[config.mk]
export PLATFORM = sky130hd
export DESIGN_NAME = netctl_cmd_reg
export DESIGN_NICKNAME = d
export VERILOG_FILES = /design/src/rtl/netctl_cmd_pkg.sv /design/src/rtl/cmd_rst_seq.sv /design/src/rtl/cmd_eng_gate.sv /design/src/rtl/cmd_ring_ptr.sv /design/src/rtl/netctl_cmd_reg.sv
export SDC_FILE = /design/constraint.sdc
export NUM_CORES = 1
export LEC_CHECK = 0
export BUFFER_PORTS_ARGS = -buffer_cell sky130_fd_sc_hd__buf_2
export CAP_MARGIN = 20
export CORE_MARGIN = 2
export CORE_UTILIZATION = 48
export CTS_BUF_LIST = sky130_fd_sc_hd__clkbuf_8 sky130_fd_sc_hd__clkbuf_16
export DETAILED_ROUTE_END_ITERATION = 8
export PLACE_DENSITY_LB_ADDON = 0.3
export SYNTH_ARGS = -nofsm -noshare
export SYNTH_HDL_FRONTEND = slang
export SYNTH_SLANG_ARGS = --single-unit
[constraint.sdc]
create_clock -name clk -period 3.2 [get_ports clk]
set_input_delay 0.16 -clock clk [delete_from_list [all_inputs] [get_ports clk]]
set_output_delay 0.16 -clock clk [all_outputs]
set_load 0.01 [all_outputs]
[src/rtl/netctl_cmd_pkg.sv]
package netctl_cmd_pkg;
  localparam int CMD_W      = 8;
  localparam int BIT_RST    = 4;
  localparam int BIT_RXEN   = 3;
  localparam int BIT_TXEN   = 2;
  localparam int BIT_EMPTY  = 0;
  localparam int ENG_TX     = 0;
  localparam int ENG_RX     = 1;
  localparam int NUM_ENG    = 2;

  function automatic int eng_bit(input int idx);
    return (idx == ENG_TX) ? BIT_TXEN : BIT_RXEN;
  endfunction
endpackage

[src/rtl/cmd_rst_seq.sv]
module cmd_rst_seq #(
  parameter int RST_CYC = 8
) (
  input  logic clk,
  input  logic rst,
  input  logic kick_i,
  output logic busy_o,
  output logic clr_o
);
  localparam int CNT_W = (RST_CYC > 2) ? $clog2(RST_CYC) : 1;
  localparam logic [CNT_W-1:0] CNT_INIT = CNT_W'(RST_CYC - 1);

  logic [CNT_W-1:0] cnt;
  logic             launch;

  assign launch = kick_i && !busy_o;
  assign clr_o  = launch || busy_o;

  always_ff @(posedge clk) begin
    if (rst) begin
      busy_o <= 1'b0;
      cnt    <= '0;
    end else if (busy_o) begin
      if (cnt == '0) busy_o <= 1'b0;
      else           cnt    <= cnt - 1'b1;
    end else if (launch) begin
      busy_o <= 1'b1;
      cnt    <= CNT_INIT;
    end
  end


  reset_len_chk: assert property (@(posedge clk) disable iff (rst)
    $fell(busy_o) |-> $past(cnt) == '0);

  reset_launch_chk: assert property (@(posedge clk) disable iff (rst)
    $rose(busy_o) |-> $past(kick_i));
endmodule

[src/rtl/cmd_eng_gate.sv]
module cmd_eng_gate (
  input  logic clk,
  input  logic rst,
  input  logic req_i,
  input  logic block_i,
  input  logic active_i,
  output logic start_o
);
  always_ff @(posedge clk) begin
    if (rst) start_o <= 1'b0;
    else     start_o <= req_i && !block_i && !active_i;
  end


  start_idle_chk: assert property (@(posedge clk) disable iff (rst)
    start_o |-> $past(req_i) && !$past(block_i) && !$past(active_i));
endmodule

[src/rtl/cmd_ring_ptr.sv]
module cmd_ring_ptr #(
  parameter int PTR_W    = 4,
  parameter int NUM_DESC = 4
) (
  input  logic                        clk,
  input  logic                        rst,
  input  logic                        clr_i,
  input  logic                        push_i,
  input  logic                        pop_i,
  input  logic                        done_i,
  output logic [PTR_W-1:0]            wr_ptr_o,
  output logic [PTR_W-1:0]            rd_ptr_o,
  output logic [$clog2(NUM_DESC)-1:0] desc_o,
  output logic                        empty_o
);
  localparam int DESC_W = $clog2(NUM_DESC);
  localparam logic [DESC_W-1:0] DESC_LAST = DESC_W'(NUM_DESC - 1);

  assign empty_o = (wr_ptr_o == rd_ptr_o);

  always_ff @(posedge clk) begin
    if (rst || clr_i) begin
      wr_ptr_o <= '0;
      rd_ptr_o <= '0;
      desc_o   <= '0;
    end else begin
      if (push_i)            wr_ptr_o <= wr_ptr_o + 1'b1;
      if (pop_i && !empty_o) rd_ptr_o <= rd_ptr_o + 1'b1;
      if (done_i)            desc_o   <= (desc_o == DESC_LAST) ? '0 : desc_o + 1'b1;
    end
  end


  ptr_clear_chk: assert property (@(posedge clk) disable iff (rst)
    $past(clr_i) |-> (wr_ptr_o == '0) && (rd_ptr_o == '0) && (desc_o == '0));

  no_underrun_chk: assert property (@(posedge clk) disable iff (rst)
    $past(empty_o) && !$past(clr_i) |-> $stable(rd_ptr_o));
endmodule

[src/rtl/netctl_cmd_reg.sv]
module netctl_cmd_reg
  import netctl_cmd_pkg::*;
#(
  parameter int RST_CYC  = 8,
  parameter int PTR_W    = 4,
  parameter int NUM_DESC = 4
) (
  input  logic                        clk,
  input  logic                        rst,
  input  logic                        wr_en_i,
  input  logic [7:0]                  wr_data_i,
  output logic [7:0]                  rd_data_o,
  input  logic                        tx_active_i,
  input  logic                        rx_active_i,
  output logic                        tx_start_o,
  output logic                        rx_start_o,
  output logic                        tx_halt_o,
  output logic                        rx_halt_o,
  input  logic                        rx_push_i,
  input  logic                        rx_pop_i,
  input  logic                        tx_done_i,
  output logic [PTR_W-1:0]            rx_wr_ptr_o,
  output logic [PTR_W-1:0]            host_rd_ptr_o,
  output logic [$clog2(NUM_DESC)-1:0] tx_desc_o
);
  logic               busy, clr, ring_empty, kick;
  logic [NUM_ENG-1:0] eng_active, eng_start;

  assign kick          = wr_en_i && wr_data_i[BIT_RST];
  assign eng_active[ENG_TX] = tx_active_i;
  assign eng_active[ENG_RX] = rx_active_i;

  cmd_rst_seq #(.RST_CYC(RST_CYC)) u_seq (
    .clk(clk), .rst(rst), .kick_i(kick), .busy_o(busy), .clr_o(clr)
  );

  for (genvar g = 0; g < NUM_ENG; g++) begin : g_eng
    cmd_eng_gate u_gate (
      .clk      (clk),
      .rst      (rst),
      .req_i    (wr_en_i && wr_data_i[eng_bit(g)]),
      .block_i  (busy || wr_data_i[BIT_RST]),
      .active_i (eng_active[g]),
      .start_o  (eng_start[g])
    );
  end

  cmd_ring_ptr #(.PTR_W(PTR_W), .NUM_DESC(NUM_DESC)) u_ring (
    .clk(clk), .rst(rst), .clr_i(clr),
    .push_i(rx_push_i), .pop_i(rx_pop_i), .done_i(tx_done_i),
    .wr_ptr_o(rx_wr_ptr_o), .rd_ptr_o(host_rd_ptr_o),
    .desc_o(tx_desc_o), .empty_o(ring_empty)
  );

  assign tx_start_o = eng_start[ENG_TX];
  assign rx_start_o = eng_start[ENG_RX];
  assign tx_halt_o  = busy;
  assign rx_halt_o  = busy;

  always_comb begin
    rd_data_o            = '0;
    rd_data_o[BIT_RST]   = busy;
    rd_data_o[BIT_RXEN]  = rx_active_i;
    rd_data_o[BIT_TXEN]  = tx_active_i;
    rd_data_o[BIT_EMPTY] = busy || ring_empty;
  end


  halt_no_start_chk: assert property (@(posedge clk) disable iff (rst)
    (tx_halt_o || rx_halt_o) && $past(tx_halt_o) |-> !tx_start_o && !rx_start_o);

  empty_in_reset_chk: assert property (@(posedge clk) disable iff (rst)
    tx_halt_o |-> rd_data_o[BIT_EMPTY]);
endmodule

Yosys cells after proc, flatten, opt, wreduce, memory -nomap -nowiden --
Index checks and enable logic that the tools add are counted.
Operators by class: $add $sub $neg 4, eq/ne operators 3, mux-type cells 7, reductions and logical operators 21
Operators by type and width (count):
- logical AND 1 bit | 9
- two-way mux 3 bit | 3
- adder 4 x 1 -> 4 bit, second input constant | 2
- zero test 1 bit | 5
- == test 4 bit | 1
- logical OR 1 bit | 4
- zero test 3 bit | 1
- two-way mux 1 bit | 3
- subtractor 3 x 1 -> 3 bit, second input constant | 1
- adder 2 x 1 -> 2 bit, second input constant | 1
- == test 2 bit, second input constant | 1
- two-way mux 2 bit | 1
- != test 2 bit, second input constant | 1
- AND reduction 2 bit | 1
- nonzero test 2 bit | 1
Word-level totals: register bits after elaboration 16, input port bits 16, output and inout port bits 22, logic and storage cells 42

Longest topological paths before layout --
depth after elaboration 4, mapped depth 6, gate-level depth less buffers 6

Modules after synthesis --
From an unflattened synthesis, not the netlist that was laid out.
Second synthesis, totals: cells, all modules 90, area total of the unflattened synthesis 857.1 um2
Modules (own cells, without submodules):
- cmd_ring_ptr | instances 1, cells an instance 50, area each 495.5 um2, seq. area each 200.2 um2
- cmd_rst_seq | instances 1, cells an instance 22, area each 195.2 um2, seq. area each 80.1 um2
- netctl_cmd_reg | instances 1, cells an instance 14, area each 96.3 um2, seq. area each 0.0 um2
- cmd_eng_gate | instances 2, cells an instance 2, area each 35.0 um2, seq. area each 20.0 um2

Worst setup path after synthesis --
OpenSTA, ideal clock, no wires.
kind register to register, start register u_ring.wr_ptr_o[0], end register u_ring.rd_ptr_o[2], library setup time 0.060 ns, data arrival time 1.219 ns, required time 3.140 ns, slack 1.921 ns, stages on the path, launching flop included 5, buffers on the path 0, clock period less this slack 1.279 ns, cells stage by stage dfxtp_1 xnor2_1 a41oi_2 a211o_2 nand2_1
On the way: word-level cells in the longest chain between the ends 3
Ends and longest elaborated chain:
- from (decl) | line cmd_ring_ptr.sv:11 | output logic [PTR_W-1:0] wr_ptr_o,
- from (signal assigned) | line cmd_ring_ptr.sv:27 | if (push_i) wr_ptr_o <= wr_ptr_o + 1'b1;
- == test 4 bit | line cmd_ring_ptr.sv:19 | assign empty_o = (wr_ptr_o == rd_ptr_o);
- zero test 1 bit | line cmd_ring_ptr.sv:28 | if (pop_i && !empty_o) rd_ptr_o <= rd_ptr_o + 1'b1;
- logical AND 1 bit | line cmd_ring_ptr.sv:28
- to (signal assigned) | line cmd_ring_ptr.sv:28
- to (decl) | line cmd_ring_ptr.sv:12 | output logic [PTR_W-1:0] rd_ptr_o,
Every way passes these cells. A chain may end at the register's enable or synchronous reset.

Worst setup path after layout --
start register u_seq.cnt[0], end register u_seq.cnt[1]
On the way: word-level cells in the longest chain between the ends 3, elaborated cells between the ends (all ways) 6, those cells by class add/sub: 1; eq/ne: 1; mux: 2; reduce/logical: 2
Ends and longest elaborated chain:
- from (decl) | line cmd_rst_seq.sv:13 | logic [CNT_W-1:0] cnt;
- from (signal assigned) | line cmd_rst_seq.sv:25 | else cnt <= cnt - 1'b1;
- subtractor 3 x 1 -> 3 bit / zero test 3 bit (equally long branches) | line cmd_rst_seq.sv:25, cmd_rst_seq.sv:24
- two-way mux 3 bit / != test 2 bit (equally long branches)
- two-way mux 3 bit / AND reduction 2 bit (equally long branches)
Parallel ways exist; a longest one is shown, timed or not. The select of a mux whose other input is x is not followed.

==> impl_results.md <==
* DR iter-0 viols at 4
* Top cell type by total area after synthesis: dfxtp_1
* #FFs+latches synth at 16
* Via density at 5.01
* Seq/Total Area, Yosys at 39.9%
* Power Total at 0.000431 W
* Share of layout cells above drive strength 1 at 29.2%
* H-tree levels at 1
* Mux contribution to synthesized area at 4.99%
* Largest family of logic cells by synthesized area: simple AND/OR/NAND/NOR gates
* Sw Pwr at 0.000107 W
* Main flop type after synthesis: dfxtp_1
* Placer Congestion at 0.724
* Residual DRC at 0
* Standard-cell rows at 14
* WL final at 1.36 mm
* Max Cap Violations at 0
* Clock slew at reported path FFs at 0.06 ns
* Pleak at 0.456 nW
* Synth Cell Area at 802 um^2
* Peak VDD IR at 0.311 mV
* Setup violations, final at 0
* Synth Area in Simple Gates at 17.3%
* Status: completed
* RSZ-0062 raised after global routing: no
* Synth warn at 0
* Crit-path max FO at 3
* Post-Synth Adder-Cell Area at 7.80%
* Overall global routing resource usage at 16.2%
* Skew final at 0.00373 ns
* Via count at 646
* Ports at 38
* Int Power at 0.000324 W
* Vias in the first global route at 580
* Clock share of power at 33.1%
* Clock Tree Root: clkbuf_8
* Net switching fraction of the power at 24.9%
* Flop pwr share at 50.7%
* Worst slack, placed at 1.79 ns
* First-pass GRT wire length at 2.33 mm
* Synth async-reset ratio at 0%
* Drt pass-1 iters at 4
* Avg WL per Cell at 10.5 um
* Min Tclk post-route at 1.43 ns
* Fin nets at 136
* Post-synthesis compound-gate area fraction at 10.9%
* Layout area overhead at 19.0%
* Data required time at the worst endpoint at 3.35 ns
* Number of diodes at 0
* Final worst slack at 1.77 ns
* Mapped Cells at 87
* Max clock buf depth at 2
* Worst hold slack at 0.0865 ns
* # hold bufs at CTS at 0
* Die H at 44.9 um
* Initial core utilization at 52.0%
* Post-Syn Area per Cell at 9.22 um^2
* Post-layout util at 61.9%
* Startpoint Class: flop
* Initial antenna violation count at 0
* Die Width at 44.9 um
* Top cells by area, synth: dfxtp_1 (40%), ha_1 (7.8%), buf_4 (7.5%), xnor2_1 (6.6%), nor2_1 (5.6%)
* Port Buffer Count at 28
* Cell Pwr Density at 451 nW/um^2
* Post-CTS Setup Repair Bufs at 0
* Final Max Slew Viols at 0
* Die area at 2010 um^2
* Total CTS buffers at 3
* Count leader, synth: dfxtp_1
* Final hold viol count at 0
* Largest net degree at the start of global routing at 10
* Post-synth EDFFs at 0
* Worst rel slew slack at 63.3%
* Post-synthesis xor/xnor area fraction at 8.74%
* Cts repair resizes at 0
* Comb pwr share at 16.1%
* TritonCTS clock tree: built
* Post-synth top area share at 39.9%
* Tcrit/Tclk final at 44.7%
* Setup TNS at 0 ns
* Later-pin clock latency in the skew report at 0.24 ns
* Worst-Margin Slew at 0.547 ns
* Min-delay worst type: in2reg
* Core footprint at 1540 um^2
* CP endpoint kind: flop
* Crit Path Class: reg2reg
* DRT antenna net count at 0
* Grt total ovfl at 0
* Max Freq at 699 MHz
* Yosys cell types at 24
* Synth cell count leaders: dfxtp_1 (16), nor2_1 (12), buf_4 (8)
* Clock sink total at 16
* Dpl hpwl at 1.08 mm
* Data arrival, critical path at 1.58 ns
==> final timing paths <==
path                                              to  depth (start not counted)  slack [ns]                       from
setup / recovery           u_seq.cnt[1]$_SDFFE_PP0P_                          6        1.77  u_seq.cnt[0]$_SDFFE_PP0P_
hold / removal    g_eng[0].u_gate.start_o$_SDFF_PP0_                          2        0.09                tx_active_i
setup reg to reg           u_seq.cnt[1]$_SDFFE_PP0P_                          6        1.77  u_seq.cnt[0]$_SDFFE_PP0P_
hold reg to reg            u_seq.cnt[0]$_SDFFE_PP0P_                          1        0.47  u_seq.cnt[0]$_SDFFE_PP0P_
==> sequential cells by signal (all words and copies together), names as in the netlist <==
| register | flops |
|---|---|
| u_ring.wr_ptr_o | 4 |
| u_ring.desc_o | 2 |
| u_seq.busy_o | 1 |
| g_eng.u_gate.start_o | 2 |
| u_seq.cnt | 3 |
| u_ring.rd_ptr_o | 4 |
==> layer usage <==
| layer | vias to the layer above | routed length (um) | GRT usage, % |
|---|---|---|---|
| met5 | - | 0 | 0 |
| met4 | 0 | 18 | 10.6 |
| met3 | 2 | 108 | 4.00 |
| met2 | 24 | 598 | 24.6 |
| met1 | 281 | 631 | 20.4 |
| li1 | 339 | - | - |
==> cell families after synthesis <==
group	Yosys count
simple gates	29
flops	16
buf+inv	13
compound gates	11
xor+xnor	8
fa+ha+maj	5
mux	4
other cells	1
==> cell usage in the layout (no fill, tap or decap) <==
master / count
buf_2: 28
dfxtp_1: 16
nor2_1: 12
xnor2_1: 6
inv_1: 5
nand2_1: 5
ha_1: 5
mux2i_1: 4
conb_1: 4
a211oi_1: 3
nand4_1: 3
clkbuf_8: 3
xor2_1: 2
a21oi_1: 2
nor2b_1: 2
o21ai_0: 2
nand3_1: 2
nor3b_1: 2
a41o_1: 1
nand2b_1: 1
a41oi_2: 1
a211o_1: 1
nand3b_1: 1
nor3_1: 1
a211o_2: 1
==> worst max-delay path, stage by stage (launching register included) <==
cell	delay, ns
dfxtp_1	0.35
inv_1	0.07
ha_1	0.20
nor2b_1	0.14
o21ai_0	0.30
nor2_1	0.08
a211oi_1	0.21
==> stage by stage <==
stage,std cells,cell area (um^2)
after floorplan,90,813
after global placement,126,913
after detailed placement,126,913
after CTS,129,955
after global routing,129,955
final,129,955
==> power by group through the flow <==
stage / logic (W) / clock network [W] / registers (W)
floorplan: 0.0000502 / 0 / 0.000224
global placement: 0.0000682 / 0 / 0.000222
global route: 0.0000806 / 0.000163 / 0.000220
detailed placement: 0.0000699 / 0 / 0.000223
finish: 0.0000695 / 0.000143 / 0.000218
CTS: 0.0000702 / 0.000149 / 0.000219
==> final cells by class <==
class,instances,area [um^2]
Tap cell,16,20.0
Timing Repair Buffer,28,140
Multi-Input combinational cell,61,414
Fill cell,152,587
Inverter,5,18.8
Sequential cell,16,320
Clock buffer,3,41.3
Power figures use the tool's default switching activity.
